--- src/rtl/rxpf_pkg.sv ---
package rxpf_pkg;

  localparam int BYTE_W = 8;
  localparam int LQI_W  = BYTE_W - 1;
  localparam int CRC_W  = 16;

  typedef logic [BYTE_W-1:0] byte_t;

  localparam logic [1:0] LM_FIXED = 2'd0;
  localparam logic [1:0] LM_VAR   = 2'd1;

  typedef enum logic [2:0] {
    S_IDLE,
    S_LEN,
    S_BODY,
    S_CRC_HI,
    S_CRC_LO,
    S_TAIL_A,
    S_TAIL_B
  } seq_state_e;

  // One byte of a CRC fed most significant bit first, no reflection.
  function automatic logic [CRC_W-1:0] crc_byte_step(
    input logic [CRC_W-1:0] crc_in,
    input byte_t            data,
    input logic [CRC_W-1:0] poly
  );
    logic [CRC_W-1:0] r;
    logic             fb;
    r = crc_in;
    for (int i = BYTE_W - 1; i >= 0; i--) begin
      fb = r[CRC_W-1] ^ data[i];
      r  = {r[CRC_W-2:0], 1'b0};
      if (fb) r = r ^ poly;
    end
    return r;
  endfunction

endpackage

--- src/rtl/rxpf_crc16.sv ---
module rxpf_crc16
  import rxpf_pkg::*;
#(
  parameter logic [CRC_W-1:0] POLY = 16'h8005,
  parameter logic [CRC_W-1:0] INIT = 16'hFFFF
) (
  input  logic  clk,
  input  logic  rst_n,
  input  logic  init,
  input  logic  upd,
  input  byte_t din,
  output logic  res_zero
);

  logic [CRC_W-1:0] crc_q;
  logic [CRC_W-1:0] crc_nx;

  always_comb begin
    crc_nx   = crc_byte_step(crc_q, din, POLY);
    res_zero = (crc_nx == '0);
  end

  always_ff @(posedge clk) begin
    if (!rst_n)    crc_q <= INIT;
    else if (init) crc_q <= INIT;
    else if (upd)  crc_q <= crc_nx;
  end

endmodule

--- src/rtl/rxpf_writer.sv ---
module rxpf_writer
  import rxpf_pkg::*;
(
  input  logic  clk,
  input  logic  rst_n,
  input  logic  a_vld,
  input  byte_t a_data,
  input  logic  b_vld,
  input  byte_t b_data,
  output logic  fifo_wr,
  output byte_t fifo_wdata,
  output logic  pend_busy
);

  byte_t pend_q;

  always_ff @(posedge clk) begin
    if (!rst_n) begin
      fifo_wr    <= 1'b0;
      fifo_wdata <= '0;
      pend_busy  <= 1'b0;
      pend_q     <= '0;
    end else begin
      fifo_wr <= 1'b0;
      if (a_vld) begin
        fifo_wr    <= 1'b1;
        fifo_wdata <= a_data;
        pend_busy  <= b_vld;
        pend_q     <= b_data;
      end else if (pend_busy) begin
        fifo_wr    <= 1'b1;
        fifo_wdata <= pend_q;
        pend_busy  <= 1'b0;
      end
    end
  end

endmodule

--- src/rtl/rxpf_seq.sv ---
module rxpf_seq
  import rxpf_pkg::*;
(
  input  logic             clk,
  input  logic             rst_n,
  input  logic             sync_found,
  input  logic             rx_stop,
  input  logic             in_valid,
  input  byte_t            in_byte,
  input  logic [1:0]       cfg_len_mode,
  input  byte_t            cfg_pkt_len,
  input  logic             cfg_addr_chk,
  input  byte_t            cfg_dev_addr,
  input  logic             cfg_crc_en,
  input  logic             cfg_autoflush,
  input  logic             cfg_append,
  input  byte_t            rssi_in,
  input  logic [LQI_W-1:0] lqi_in,
  input  logic             crc_zero,
  input  logic             pend_busy,
  output logic             crc_init,
  output logic             crc_upd,
  output logic             a_vld,
  output byte_t            a_data,
  output logic             b_vld,
  output byte_t            b_data,
  output logic             rx_restart,
  output logic             pkt_done,
  output logic             fifo_flush,
  output logic             crc_ok,
  output logic             sync_go
);

  seq_state_e state_q, state_nx;
  byte_t      rem_q, len_q;
  logic       addr_due_q, len_held_q, inf_q;

  logic take, len_bad, is_addr, addr_bad, reject, hold_len;
  logic body_last, len_zero, fix_zero;
  logic fin_now, fin_ok, fin_flush;
  seq_state_e fin_dest;

  always_comb begin
    take      = in_valid && (state_q == S_LEN || state_q == S_BODY ||
                             state_q == S_CRC_HI || state_q == S_CRC_LO);
    sync_go   = sync_found && (state_q == S_IDLE) && !rx_stop;
    len_bad   = take && (state_q == S_LEN) && (in_byte > cfg_pkt_len);
    is_addr   = take && (state_q == S_BODY) && addr_due_q;
    addr_bad  = is_addr && (in_byte != cfg_dev_addr);
    reject    = len_bad || addr_bad;
    hold_len  = cfg_addr_chk && (in_byte != '0);
    body_last = take && (state_q == S_BODY) && !inf_q && !addr_bad &&
                (rem_q == byte_t'(1));
    len_zero  = take && (state_q == S_LEN) && !len_bad && (in_byte == '0);
    fix_zero  = sync_go && (cfg_len_mode == LM_FIXED) && (cfg_pkt_len == '0);

    fin_now   = ((body_last || len_zero || fix_zero) && !cfg_crc_en) ||
                (take && state_q == S_CRC_LO);
    fin_ok    = (state_q == S_CRC_LO) && crc_zero;
    fin_flush = fin_now && cfg_crc_en && cfg_autoflush && !fin_ok;
    fin_dest  = (cfg_append && !fin_flush) ? S_TAIL_A : S_IDLE;

    crc_init  = sync_go;
    crc_upd   = take && !reject;

    a_vld  = 1'b0;
    a_data = in_byte;
    b_vld  = 1'b0;
    b_data = in_byte;
    if (take && state_q == S_LEN && !len_bad && !hold_len) begin
      a_vld = 1'b1;
    end
    if (take && state_q == S_BODY && !addr_bad) begin
      a_vld = 1'b1;
      if (is_addr && len_held_q) begin
        a_data = len_q;
        b_vld  = 1'b1;
      end
    end
    if (state_q == S_TAIL_A && !pend_busy) begin
      a_vld  = 1'b1;
      a_data = rssi_in;
    end
    if (state_q == S_TAIL_B) begin
      a_vld  = 1'b1;
      a_data = {crc_ok, lqi_in};
    end

    state_nx = state_q;
    unique case (state_q)
      S_IDLE: if (sync_go) begin
        if (cfg_len_mode == LM_VAR)        state_nx = S_LEN;
        else if (cfg_len_mode == LM_FIXED) state_nx = (cfg_pkt_len == '0) ? S_CRC_HI : S_BODY;
        else                               state_nx = S_BODY;
      end
      S_LEN:    if (take) state_nx = len_zero ? S_CRC_HI : S_BODY;
      S_BODY:   if (body_last) state_nx = S_CRC_HI;
      S_CRC_HI: if (take) state_nx = S_CRC_LO;
      S_CRC_LO: state_nx = S_CRC_LO;
      S_TAIL_A: if (!pend_busy) state_nx = S_TAIL_B;
      S_TAIL_B: state_nx = S_IDLE;
      default:  state_nx = S_IDLE;
    endcase
    if (fin_now) state_nx = fin_dest;
    if (reject)  state_nx = S_IDLE;
    if (rx_stop) state_nx = S_IDLE;
  end

  always_ff @(posedge clk) begin
    if (!rst_n) begin
      state_q    <= S_IDLE;
      rem_q      <= '0;
      len_q      <= '0;
      addr_due_q <= 1'b0;
      len_held_q <= 1'b0;
      inf_q      <= 1'b0;
      rx_restart <= 1'b0;
      pkt_done   <= 1'b0;
      fifo_flush <= 1'b0;
      crc_ok     <= 1'b0;
    end else begin
      state_q    <= state_nx;
      rx_restart <= reject;
      pkt_done   <= fin_now;
      fifo_flush <= fin_flush;
      if (sync_go) begin
        crc_ok     <= 1'b0;
        rem_q      <= cfg_pkt_len;
        addr_due_q <= cfg_addr_chk && (cfg_len_mode != LM_VAR);
        inf_q      <= cfg_len_mode[1];
        len_held_q <= 1'b0;
      end
      if (fin_now) crc_ok <= fin_ok;
      if (take && state_q == S_LEN && !len_bad) begin
        rem_q      <= in_byte;
        len_q      <= in_byte;
        addr_due_q <= hold_len;
        len_held_q <= hold_len;
      end
      if (take && state_q == S_BODY && !addr_bad) begin
        addr_due_q <= 1'b0;
        len_held_q <= 1'b0;
        if (!inf_q) rem_q <= rem_q - byte_t'(1);
      end
    end
  end

endmodule

--- src/rtl/rx_pkt_filter.sv ---
module rx_pkt_filter
  import rxpf_pkg::*;
#(
  parameter logic [15:0] CRC_POLY = 16'h8005,
  parameter logic [15:0] CRC_INIT = 16'hFFFF
) (
  input  logic       clk,
  input  logic       rst_n,
  input  logic       sync_found,
  input  logic       rx_stop,
  input  logic       in_valid,
  input  logic [7:0] in_byte,
  input  logic [1:0] cfg_len_mode,
  input  logic [7:0] cfg_pkt_len,
  input  logic       cfg_addr_chk,
  input  logic [7:0] cfg_dev_addr,
  input  logic       cfg_crc_en,
  input  logic       cfg_autoflush,
  input  logic       cfg_append,
  input  logic [7:0] rssi_in,
  input  logic [6:0] lqi_in,
  output logic       fifo_wr,
  output logic [7:0] fifo_wdata,
  output logic       fifo_flush,
  output logic       rx_restart,
  output logic       pkt_done,
  output logic       crc_ok
);

  // Named internal events, also observed by the bound checker.
  logic  crc_init, crc_upd, crc_zero;
  logic  wr_a_vld, wr_b_vld, pend_busy, sync_go;
  byte_t wr_a_data, wr_b_data;

  rxpf_crc16 #(.POLY(CRC_POLY), .INIT(CRC_INIT)) u_crc (
    .clk(clk), .rst_n(rst_n), .init(crc_init), .upd(crc_upd),
    .din(in_byte), .res_zero(crc_zero)
  );

  rxpf_seq u_seq (
    .clk(clk), .rst_n(rst_n), .sync_found(sync_found), .rx_stop(rx_stop),
    .in_valid(in_valid), .in_byte(in_byte), .cfg_len_mode(cfg_len_mode),
    .cfg_pkt_len(cfg_pkt_len), .cfg_addr_chk(cfg_addr_chk),
    .cfg_dev_addr(cfg_dev_addr), .cfg_crc_en(cfg_crc_en),
    .cfg_autoflush(cfg_autoflush), .cfg_append(cfg_append),
    .rssi_in(rssi_in), .lqi_in(lqi_in), .crc_zero(crc_zero),
    .pend_busy(pend_busy), .crc_init(crc_init), .crc_upd(crc_upd),
    .a_vld(wr_a_vld), .a_data(wr_a_data), .b_vld(wr_b_vld), .b_data(wr_b_data),
    .rx_restart(rx_restart), .pkt_done(pkt_done), .fifo_flush(fifo_flush),
    .crc_ok(crc_ok), .sync_go(sync_go)
  );

  rxpf_writer u_wr (
    .clk(clk), .rst_n(rst_n), .a_vld(wr_a_vld), .a_data(wr_a_data),
    .b_vld(wr_b_vld), .b_data(wr_b_data), .fifo_wr(fifo_wr),
    .fifo_wdata(fifo_wdata), .pend_busy(pend_busy)
  );

endmodule

--- config.mk ---
export PLATFORM = sky130hd
export DESIGN_NAME = rx_pkt_filter
export DESIGN_NICKNAME = d
export VERILOG_FILES = /design/src/rtl/rxpf_pkg.sv /design/src/rtl/rxpf_crc16.sv /design/src/rtl/rxpf_writer.sv /design/src/rtl/rxpf_seq.sv /design/src/rtl/rx_pkt_filter.sv
export SDC_FILE = /design/constraint.sdc
export NUM_CORES = 1
export LEC_CHECK = 0
export ABC_CLOCK_PERIOD_IN_PS = 2800
export BUFFER_PORTS_ARGS = -buffer_cell sky130_fd_sc_hd__buf_4
export CAP_MARGIN = 20
export CORE_MARGIN = 2
export CORE_UTILIZATION = 57
export CTS_CLUSTER_DIAMETER = 50
export CTS_CLUSTER_SIZE = 30
export DETAILED_ROUTE_END_ITERATION = 16
export PLACE_DENSITY = 0.81
export SKIP_LAST_GASP = 1
export SYNTH_ARGS = -nofsm -noshare
export SYNTH_HDL_FRONTEND = slang
export SYNTH_SLANG_ARGS = --single-unit
--- constraint.sdc ---
create_clock -name clk -period 2.8 [get_ports clk]
set_input_delay 0.14 -clock clk [delete_from_list [all_inputs] [get_ports clk]]
set_output_delay 0.14 -clock clk [all_outputs]
set_load 0.005 [all_outputs]
==> impl_metrics.env, run 1 <==
export IMPL_clkLatencyLatePin_ps=340
export IMPL_drc=0
export IMPL_post_place_cells=557
export IMPL_grt_antenna_before_repair=0
export IMPL_hold_buffers=0
export IMPL_clk_path_buf_depth=2
export IMPL_cts_max_level=3
export IMPL_tns_ps=0
export IMPL_critical_path_class="flop to flop"
export IMPL_ant_nets=0
export IMPL_fin_skew_ps=8.80
export IMPL_path_clk_slew_ps=70
export IMPL_met3_usage=0.0669
export IMPL_fill_cells=504
export IMPL_busiest_layer="met2"
export IMPL_num_vias=3441
export IMPL_postCtsSetupRepairBufs=0
export IMPL_post_route_util=0.696
export IMPL_slew_viol_final=0
export IMPL_status="finished clean"
export IMPL_synth_seq_area_share=0.326
export IMPL_fmax_ghz=0.385
export IMPL_wl_per_cell_um=17.1
export IMPL_area_growth_pct=19.3
export IMPL_synth_compound_area_frac=0.201
export IMPL_grt_overflow=0
export IMPL_power_density_nw_per_um2=527
export IMPL_syn_inst=438
export IMPL_fin_crit_ps=2600
export IMPL_cts_buffers=9
export IMPL_grt_pass1_vias=3264
export IMPL_synth_cell_types=59
export IMPL_io_pins=63
export IMPL_drt_iter0_markers=274
export IMPL_final_area_sq_um=4390
export IMPL_ys_ff_latch=60
export IMPL_rsz0062_at_grt="no"
export IMPL_synthArstFlopShare=0
export IMPL_synth_mux_area_frac=0.0680
export IMPL_dieArea_sq_um=7120
export IMPL_synth_edf_count=0
export IMPL_final_hold_viol_count=0
export IMPL_start_util=0.583
export IMPL_synthAdderAreaFrac=0.0340
export IMPL_startpoint_type="flop"
export IMPL_cp_required_ps=3040
export IMPL_io_buffers=62
export IMPL_placementRows=29
export IMPL_drive_gt1_frac=0.232
export IMPL_cts_sinks=60
export IMPL_fp_dieW_um=84.4
export IMPL_grt_met2_usage=0.452
export IMPL_critPathCaptureType="flop"
export IMPL_synth_top_family_by_area="simple AND/OR/NAND/NOR gates"
export IMPL_maxSlewHeadroom=0.327
export IMPL_fin_crit_sh=0.929
export IMPL_syn_avg_cell_area_sq_um=8.41
export IMPL_cts_tree="yes"
export IMPL_via_per_inst=6.01
export IMPL_regArea_sq_um=1200
export IMPL_first_pass_iters=5
export IMPL_final_cells=573
export IMPL_multi_input_area_sq_um=2270
export IMPL_track_usage=0.285
export IMPL_fin_nets=551
export IMPL_synth_area_sq_um=3680
export IMPL_synth_warnings=0
export IMPL_diodes=0
export IMPL_synth_top_flop_cell="dfxtp_1"
export IMPL_gp_congestion=1.01
export IMPL_cts_resized=0
export IMPL_cp_arrival_ps=2840
export IMPL_hold_path_class="input port to flop"
export IMPL_worstPathMaxFanout=10
export IMPL_dpl_cell_area_sq_um=4150
export IMPL_wl_mm=9.79
export IMPL_use_met1=0.382
export IMPL_p_leak_nw=1.88
export IMPL_fp_dieH_um=84.4
export IMPL_peakVddDrop_mv=0.361
export IMPL_synthXorXnorAreaFrac=0.103
export IMPL_dp_hpwl_mm=7.13
export IMPL_cts_root_buffer="clkbuf_8"
export IMPL_worstMarginPinSlew_ps=1010
export IMPL_grt_max_degree=35
export IMPL_finalSetupViolCount=0
export IMPL_synth_fp_nets=498
export IMPL_grt_first_pass_wirelength_mm=16.1
export IMPL_core_sq_um=6310
export IMPL_drv_cap=0
export IMPL_synthSimpleGateAreaFrac=0.208
## final timing paths
check / startpoint / end / slack, ps / cells past startpoint
max: u_seq.state_q[1] / u_wr.fifo_wdata[2] / 200 / 6
max reg2reg: u_seq.state_q[1] / u_wr.fifo_wdata[2] / 200 / 6
min reg2reg: u_wr.pend_q[4] / u_wr.pend_q[4] / 460 / 2
min: cfg_addr_chk / u_seq.addr_due_q / 60 / 3
## Yosys cell counts (2+ instances only)
cell type / n / area, sq um
o211ai_1: 7 / 52.6
and3_1: 2 / 12.5
dfxtp_1: 60 / 1200
xnor2_1: 19 / 166
xor2_2: 2 / 32.5
nand4_1: 5 / 31.3
o21ai_0: 13 / 65.1
a22oi_1: 2 / 15.0
nor2b_1: 5 / 31.3
nand3b_1: 3 / 22.5
xor2_1: 10 / 87.6
ha_1: 10 / 125
mux2i_1: 25 / 250
o211ai_2: 2 / 25.0
xnor2_2: 4 / 65.1
or2_2: 2 / 12.5
a221oi_2: 7 / 105
o22ai_1: 2 / 12.5
nor4_1: 8 / 50.1
buf_4: 6 / 45.0
a211oi_1: 11 / 82.6
nand2b_1: 2 / 12.5
nor3_1: 4 / 20.0
and4_1: 2 / 17.5
and2_1: 2 / 12.5
nor2_1: 41 / 154
clkbuf_1: 13 / 48.8
nand3_1: 8 / 40.0
nand2_1: 68 / 255
a21oi_1: 35 / 175
buf_6: 3 / 33.8
a211o_1: 6 / 52.6
o21ai_1: 2 / 10.0
a31oi_1: 2 / 12.5
buf_2: 7 / 35.0
inv_1: 14 / 52.6
a32oi_1: 2 / 17.5
## cells by family after synthesis
| kind of cell | after synthesis |
|---|---|
| flops | 60 |
| buf+inv | 44 |
| simple gates | 162 |
| mux | 25 |
| fa+ha+maj | 10 |
| compound gates | 101 |
| xor+xnor | 36 |
## where the power goes
part / internal, mW / switching, mW / total, mW
clock: 0.593 / 0.359 / 0.952
combinational: 0.201 / 0.246 / 0.447
sequential: 0.886 / 0.0324 / 0.919
## registers in the layout (all words and copies together), names as in the netlist, 3 cells and up
signal,count
u_wr.pend_q,8
u_seq.rem_q,8
u_crc.crc_q,16
u_wr.fifo_wdata,8
u_seq.len_q,8
u_seq.state_q,3
## metal layers
metal | share of wire | vias to the layer above
li1 | - | 1646
met1 | 0.44 | 1623
met4 | 0.019 | 0
met3 | 0.072 | 19
met5 | 0 | -
met2 | 0.47 | 153
## final cells by class
cell class | instances | area share
multi-input cells | 334 | 0.516
flip-flops and latches | 60 | 0.273
repair buffers | 71 | 0.121
clock buffers | 10 | 0.0290
clock inverters | 6 | 0.0256
well taps | 77 | 0.0219
inverters | 15 | 0.0128
## cell usage in the layout, fill, tap and decap left out, drive strengths merged, types with 2 or more instances in the layout
master / instances
buf: 71
nand2: 68
dfxtp: 60
nor2: 42
a21oi: 36
mux2i: 25
xnor2: 23
o21ai: 16
inv: 14
xor2: 13
a211oi: 11
ha: 10
clkbuf: 10
nand3: 9
o211ai: 9
nor4: 8
a221oi: 8
a211o: 6
nand4: 5
nor2b: 5
nor3: 4
clkinv: 4
nand3b: 3
bufinv: 3
and2: 3
nor3b: 2
and4: 2
and3: 2
nand2b: 2
a32oi: 2
a22oi: 2
o22ai: 2
a31oi: 2
or2: 2
a21boi: 2
nor4b: 2
## stage by stage
stage / worst slack [ps] / hold slack, ps / total power, mW
finish: 199 / 64.5 / 2.32
global route: 88.2 / 78.7 / 2.42
CTS: 232 / 56.7 / 2.32
detailed placement: 252 / 411 / 1.38
global placement: 309 / 395 / 1.36
floorplan: 586 / 276 / 1.24
## worst max-delay path, stage by stage, from the launching register on
cell	delay, ps
dfxtp_1	500
nor3b_2	280
nand2_1	120
or4_1	800
mux2i_1	220
a211o_1	350
a221oi_2	230
No activity file was read; power rests on OpenSTA's default activity.
==> run 2: changes to the inputs <==
--- a/config.mk
+++ b/config.mk
@@ -5,6 +5,7 @@
 export SDC_FILE = /design/constraint.sdc
 export NUM_CORES = 1
 export LEC_CHECK = 0
+export ABC_AREA = 1
 export ABC_CLOCK_PERIOD_IN_PS = 2800
 export BUFFER_PORTS_ARGS = -buffer_cell sky130_fd_sc_hd__buf_4
 export CAP_MARGIN = 20
@@ -13,7 +14,7 @@
 export CTS_CLUSTER_DIAMETER = 50
 export CTS_CLUSTER_SIZE = 30
 export DETAILED_ROUTE_END_ITERATION = 16
-export PLACE_DENSITY = 0.81
+export PLACE_DENSITY = 0.8
 export SKIP_LAST_GASP = 1
 export SYNTH_ARGS = -nofsm -noshare
 export SYNTH_HDL_FRONTEND = slang
==> run 2 against run 1 <==
Effect of this change: synthesized area rose by 5.3%; final cell count rose by 33%; clock-buffer cell count rose by 2; die area rose by 5.1%; setup slack improved by 490 ps; critical endpoint is now u_wr.fifo_wdata[5]; largest power group is now sequential cells.
==> impl_metrics.env, run 2 <==
export IMPL_path_clk_slew_ps=70
export IMPL_synth_common_cells="nand2_1, inv_1, dfxtp_1, nor2_1, nand3_1"
export IMPL_clkLatencyLatePin_ps=350
export IMPL_gp_congestion=1.02
export IMPL_synth_warnings=0
export IMPL_drive_gt1_frac=0.161
export IMPL_busiest_layer="met2"
export IMPL_dp_hpwl_mm=8.43
export IMPL_place_ws_ps=565
export IMPL_fp_dieH_um=86.5
export IMPL_yosysMostFrequentCell="nand2_1"
export IMPL_cts_root_buffer="clkbuf_8"
export IMPL_layout_commonest_cell="nand2_1"
export IMPL_met3_usage=0.0590
export IMPL_drv_cap=0
export IMPL_crit_chain="inv_2 -> nor2_1 -> inv_1 -> nor3_2 -> nand3_1 -> nand3_4 -> nand2_1 -> inv_1 -> o211ai_1 -> nand2_1"
export IMPL_top_register="u_crc.crc_q"
export IMPL_path_buf_inv=3
export IMPL_hold_buffers=0
export IMPL_postCtsSetupRepairBufs=0
export IMPL_path_delay_family="simple AND/OR/NAND/NOR gates"
export IMPL_drc=0
export IMPL_diodes=0
export IMPL_hold_path_class="input port to flop"
export IMPL_synth_seq_area_share=0.310
export IMPL_synth_cell_types=37
export IMPL_final_area_sq_um=4600
export IMPL_critPathCaptureType="flop"
export IMPL_slew_viol_final=0
export IMPL_use_met1=0.387
export IMPL_synth_fp_nets=677
export IMPL_p_leak_nw=2.37
export IMPL_power_density_nw_per_um2=620
export IMPL_cp_required_ps=3090
export IMPL_final_cells=764
export IMPL_grt_met2_usage=0.519
export IMPL_io_buffers=62
export IMPL_synth_edf_count=0
export IMPL_synth_area_leaders="dfxtp_1, nand2_1, inv_1"
export IMPL_whs_ps=39.3
export IMPL_status="finished clean"
export IMPL_ys_ff_latch=60
export IMPL_ant_nets=0
export IMPL_rsz0062_at_grt="no"
export IMPL_cts_resized=0
export IMPL_wl_mm=11.0
export IMPL_synth_top_area_cell="dfxtp_1"
export IMPL_final_hold_viol_count=0
export IMPL_synthArstFlopShare=0
export IMPL_clk_path_buf_depth=2
export IMPL_cp_arrival_ps=2410
export IMPL_drt_iter0_markers=296
export IMPL_tns_ps=0
export IMPL_maxSlewHeadroom=0.674
export IMPL_peakVddDrop_mv=0.320
export IMPL_cts_tree="yes"
export IMPL_synth_top_cell_area_share=0.310
export IMPL_placementRows=30
export IMPL_synth_top_flop_cell="dfxtp_1"
export IMPL_final_cell_mix="nand2_1, inv_1, buf_4, dfxtp_1, nor2_1"
export IMPL_largest_reg_flops=16
export IMPL_area_growth_pct=18.6
export IMPL_dieArea_sq_um=7480
export IMPL_io_pins=63
export IMPL_grt_antenna_before_repair=0
export IMPL_grt_max_degree=31
export IMPL_fin_nets=739
export IMPL_cts_buffers=9
export IMPL_core_sq_um=6680
export IMPL_post_place_cells=748
export IMPL_cp_slowest_stage_delay_ps=480
export IMPL_grt_overflow=0
export IMPL_synth_area_sq_um=3880
export IMPL_fin_ws_ps=685
export IMPL_fin_crit_ps=2120
export IMPL_wl_per_cell_um=14.4
export IMPL_fmax_ghz=0.473
export IMPL_syn_avg_cell_area_sq_um=6.29
export IMPL_via_per_inst=5.55
export IMPL_grt_first_pass_wirelength_mm=18.4
export IMPL_crit_slowest_cell="dfxtp_1"
export IMPL_dpl_cell_area_sq_um=4380
export IMPL_startpoint_type="flop"
export IMPL_num_vias=4240
export IMPL_worstMarginPinSlew_ps=488
export IMPL_track_usage=0.311
export IMPL_fin_skew_ps=5.26
export IMPL_worstPathMaxFanout=17
export IMPL_cts_sinks=60
export IMPL_critical_path_class="flop to flop"
export IMPL_start_util=0.581
export IMPL_first_pass_iters=5
export IMPL_fin_crit_sh=0.755
export IMPL_finalSetupViolCount=0
export IMPL_fp_dieW_um=86.5
export IMPL_grt_pass1_vias=4063
export IMPL_cts_max_level=3
export IMPL_syn_inst=617
run 2: cell count changes in the layout (fill, tap and decap cells not counted), moves of 11 or more:
cell      before  now
a211oi_1      11    0
o211ai_1       7   18
nand2_1       68  225
nand3_1        8   40
mux2i_1       25    0
inv_1         14   77
o21ai_0       13   30
a21oi_1       35   22
run 2: worst register-to-register path, cell delays in order (launching register included):
cell and delay [ps]:
dfxtp_1 480, inv_2 100, nor2_1 100, inv_1 80, nor3_2 300, nand3_1 200, nand3_4 230, nand2_1 270
inv_1 140, o211ai_1 100, nand2_1 60
run 2: final timing paths:
kind,start,endpoint,slack [ps],cells after the start
hold / removal,lqi_in[6],u_wr.fifo_wdata[6],40,3
setup / recovery,u_seq.state_q[0],u_wr.fifo_wdata[5],680,10
hold reg to reg,u_seq.len_q[0],u_seq.len_q[0],480,2
setup reg to reg,u_seq.state_q[0],u_wr.fifo_wdata[5],680,10
run 2: report_power, final:
part	switching (mW)	total (mW)	leakage, nW	internal, mW
clock network	0.352	0.876	0.107	0.525
registers	0.0882	1.05	0.488	0.963
logic	0.581	0.927	1.77	0.346
run 2: logic make-up (layout without fill, tap and decap cells):
logic type	Yosys count	count (layout)	synth area share
buffers and inverters	96	163	0.101
xor gates and xnor gates	15	15	0.0339
muxes	1	1	0.00290
DFF	60	60	0.310
adders and majority gates	10	10	0.0323
and+or+nand+nor	352	352	0.396
AOI/OAI and AO/OA	83	83	0.124
run 2: metal layers:
layer  up-vias  share of wire
met5         -              0
met4         0          0.041
met3        42          0.082
met2       195           0.46
met1      1908           0.42
li1       2095              -
run 2: area by class of cell:
| type | instances | area, sq um |
|---|---|---|
| clock buffer | 12 | 145 |
| fill | 589 | 2080 |
| clock inverter | 4 | 72.6 |
| sequential | 60 | 1200 |
| tap | 80 | 100 |
| inverter | 82 | 308 |
| multi-input combinational | 461 | 2290 |
| timing repair buffer | 65 | 488 |
run 2: through the flow:
| step | power [mW] | util |
|---|---|---|
| after floorplan | 1.72 | - |
| after global placement | 1.93 | 0.656 |
| after detailed placement | 1.97 | 0.656 |
| after CTS | 2.84 | 0.689 |
| after global routing | 3.03 | 0.689 |
| final | 2.85 | 0.689 |
==> run 3: changes to the inputs <==
--- a/config.mk
+++ b/config.mk
@@ -5,8 +5,8 @@
 export SDC_FILE = /design/constraint.sdc
 export NUM_CORES = 1
 export LEC_CHECK = 0
-export ABC_AREA = 1
-export ABC_CLOCK_PERIOD_IN_PS = 2800
+export ABC_AREA = 0
+export ABC_CLOCK_PERIOD_IN_PS = 2200
 export BUFFER_PORTS_ARGS = -buffer_cell sky130_fd_sc_hd__buf_4
 export CAP_MARGIN = 20
 export CORE_MARGIN = 2
@@ -14,7 +14,7 @@
 export CTS_CLUSTER_DIAMETER = 50
 export CTS_CLUSTER_SIZE = 30
 export DETAILED_ROUTE_END_ITERATION = 16
-export PLACE_DENSITY = 0.8
+export PLACE_DENSITY = 0.81
 export SKIP_LAST_GASP = 1
 export SYNTH_ARGS = -nofsm -noshare
 export SYNTH_HDL_FRONTEND = slang
==> constraint.sdc (replaced) <==
create_clock -name clk -period 2.2 [get_ports clk]
set_input_delay 0.11 -clock clk [delete_from_list [all_inputs] [get_ports clk]]
set_output_delay 0.11 -clock clk [all_outputs]
set_load 0.005 [all_outputs]
==> run 3 against run 2 <==
Effect of this change: clock skew is 9.7 ps higher; design area is 3.0% higher; register-to-register slack worse by 620 ps; power is 3.3% higher; critical path type unchanged; largest power group unchanged; highest routed layer unchanged.
==> impl_metrics.env, run 3 (synthesis results as in run 1) <==
export IMPL_tns_ps=0
export IMPL_fin_nets=591
export IMPL_drc=0
export IMPL_place_ws_ps=-211
export IMPL_io_pins=63
export IMPL_internal_power_mw=2.09
export IMPL_worstSetupStartpoint="u_seq.state_q[2]"
export IMPL_slew_viol_final=0
export IMPL_hold_path_class="input port to flop"
export IMPL_finalSetupViolCount=0
export IMPL_largest_reg_flops=16
export IMPL_post_route_util=0.751
export IMPL_wl_per_cell_um=16.9
export IMPL_diodes=0
export IMPL_ant_nets=0
export IMPL_path_clk_slew_ps=80
export IMPL_start_util=0.583
export IMPL_clkLatencyLatePin_ps=360
export IMPL_fin_crit_sh=0.970
export IMPL_top_register="u_crc.crc_q"
export IMPL_grt_pass1_vias=3450
export IMPL_seq_power_share=0.394
export IMPL_total_power_mw=2.95
export IMPL_drive_gt1_frac=0.295
export IMPL_num_vias=3606
export IMPL_worstPathMaxFanout=9
export IMPL_wl_mm=10.4
export IMPL_cp_slowest_stage_delay_ps=550
export IMPL_critical_path_most_common_cell="a211oi_2"
export IMPL_critical_path_class="flop to flop"
export IMPL_fin_skew_ps=14.9
export IMPL_core_sq_um=6310
export IMPL_cts_max_level=3
export IMPL_drt_iter0_markers=218
export IMPL_swShare=0.291
export IMPL_cts_sinks=60
export IMPL_worstMarginPinSlew_ps=511
export IMPL_r2r_start="u_seq.state_q[2]"
export IMPL_grt_first_pass_wirelength_mm=16.8
export IMPL_cts_root_buffer="clkbuf_8"
export IMPL_post_place_cells=596
export IMPL_cp_arrival_ps=2410
export IMPL_cts_buffers=9
export IMPL_gp_congestion=0.886
export IMPL_track_usage=0.301
export IMPL_holdPathStages=3
export IMPL_peakVddDrop_mv=0.456
export IMPL_final_hold_viol_count=0
export IMPL_p_switching_mw=0.857
export IMPL_comb_power_share=0.223
export IMPL_critPathCaptureType="flop"
export IMPL_cp_required_ps=2470
export IMPL_via_per_inst=5.88
export IMPL_hp_start="cfg_len_mode[1]"
export IMPL_dpl_cell_area_sq_um=4500
export IMPL_cts_tree="yes"
export IMPL_crit_slowest_cell="or4_1"
export IMPL_fin_ws_ps=65.6
export IMPL_hold_buffers=0
export IMPL_clock_power_share=0.383
export IMPL_placementRows=29
export IMPL_fmax_ghz=0.469
export IMPL_grt_max_degree=32
export IMPL_final_cells=613
export IMPL_p_leak_nw=2.09
export IMPL_maxSlewHeadroom=0.655
export IMPL_fin_crit_ps=2130
export IMPL_first_pass_iters=6
export IMPL_crit_chain="nor3b_2 -> nand2_1 -> or4_1 -> buf_6 -> mux2i_1 -> a211oi_2 -> a211oi_2 -> a211oi_1"
export IMPL_clk_path_buf_depth=2
export IMPL_rsz0062_at_grt="yes"
export IMPL_status="finished clean"
export IMPL_startpoint_type="flop"
export IMPL_r2r_cells=8
export IMPL_final_area_sq_um=4740
export IMPL_fp_dieW_um=84.4
export IMPL_drv_cap=0
export IMPL_whs_ps=26.5
export IMPL_power_density_nw_per_um2=622
export IMPL_layout_commonest_cell="buf_4"
export IMPL_dieArea_sq_um=7120
export IMPL_fp_dieH_um=84.4
export IMPL_area_growth_pct=28.7
export IMPL_grt_overflow=0
export IMPL_io_buffers=62
export IMPL_final_cell_mix="buf_4, nand2_1, dfxtp_1, nor2_1, a21oi_1"
export IMPL_dp_hpwl_mm=7.41
export IMPL_grt_antenna_before_repair=0
## run 3: cell count changes in the layout (fill, tap and decap cells not counted), sizes merged, moves of 11 or more
cell / change
a211oi: +11
a21oi: +14
buf: +46
inv: -66
mux2i: +25
nand2: -163
nand3: -32
o21ai: -14
or2: -11
xnor2: +14
## run 3: metal layers
metal  GRT usage  part of all wire  vias up
li1            -                 -     1729
met1       0.379              0.42     1700
met2       0.506              0.49      151
met3      0.0659             0.065       26
met4       0.117             0.027        0
met5           0                 0        -
## run 3: repair_timing
action | CTS | global route
gates resized for setup | 0 | 3
endpoints found under the setup margin | 0 | 13
buffers inserted | 0 | 1
## run 3: cell type report
type                            count  area [sq um]
Clock buffer                        9           124
Multi-Input combinational cell    334          2280
Fill cell                         472          1570
Inverter                           15          56.3
Clock inverter                      7          98.8
Tap cell                           77          96.3
Sequential cell                    60          1200
Timing Repair Buffer              111           887
## run 3: worst max-delay path: cells and delay by family (launching register included)
family | cells | cell delay, ps
AO/OA/AOI/OAI | 3 | 540
buffers and inverters | 1 | 170
flip-flops | 1 | 330
multiplexers | 1 | 130
AND/OR/NAND/NOR | 3 | 880
## run 3: path summary, 6_finish.rpt
check | end | slack, ps
hold / removal | u_seq.inf_q | 30
setup / recovery | u_wr.fifo_wdata[7] | 70
hold reg to reg | u_wr.pend_q[7] | 460
setup reg to reg | u_wr.fifo_wdata[7] | 70
## run 3: power groups by stage
| stage | clock network [mW] | logic, mW | registers [mW] |
|---|---|---|---|
| detailed placement | 0 | 0.647 | 1.19 |
| floorplan | 0 | 0.400 | 1.18 |
| global placement | 0 | 0.627 | 1.18 |
| finish | 1.13 | 0.657 | 1.16 |
| CTS | 1.13 | 0.654 | 1.16 |
| global route | 1.18 | 0.719 | 1.17 |
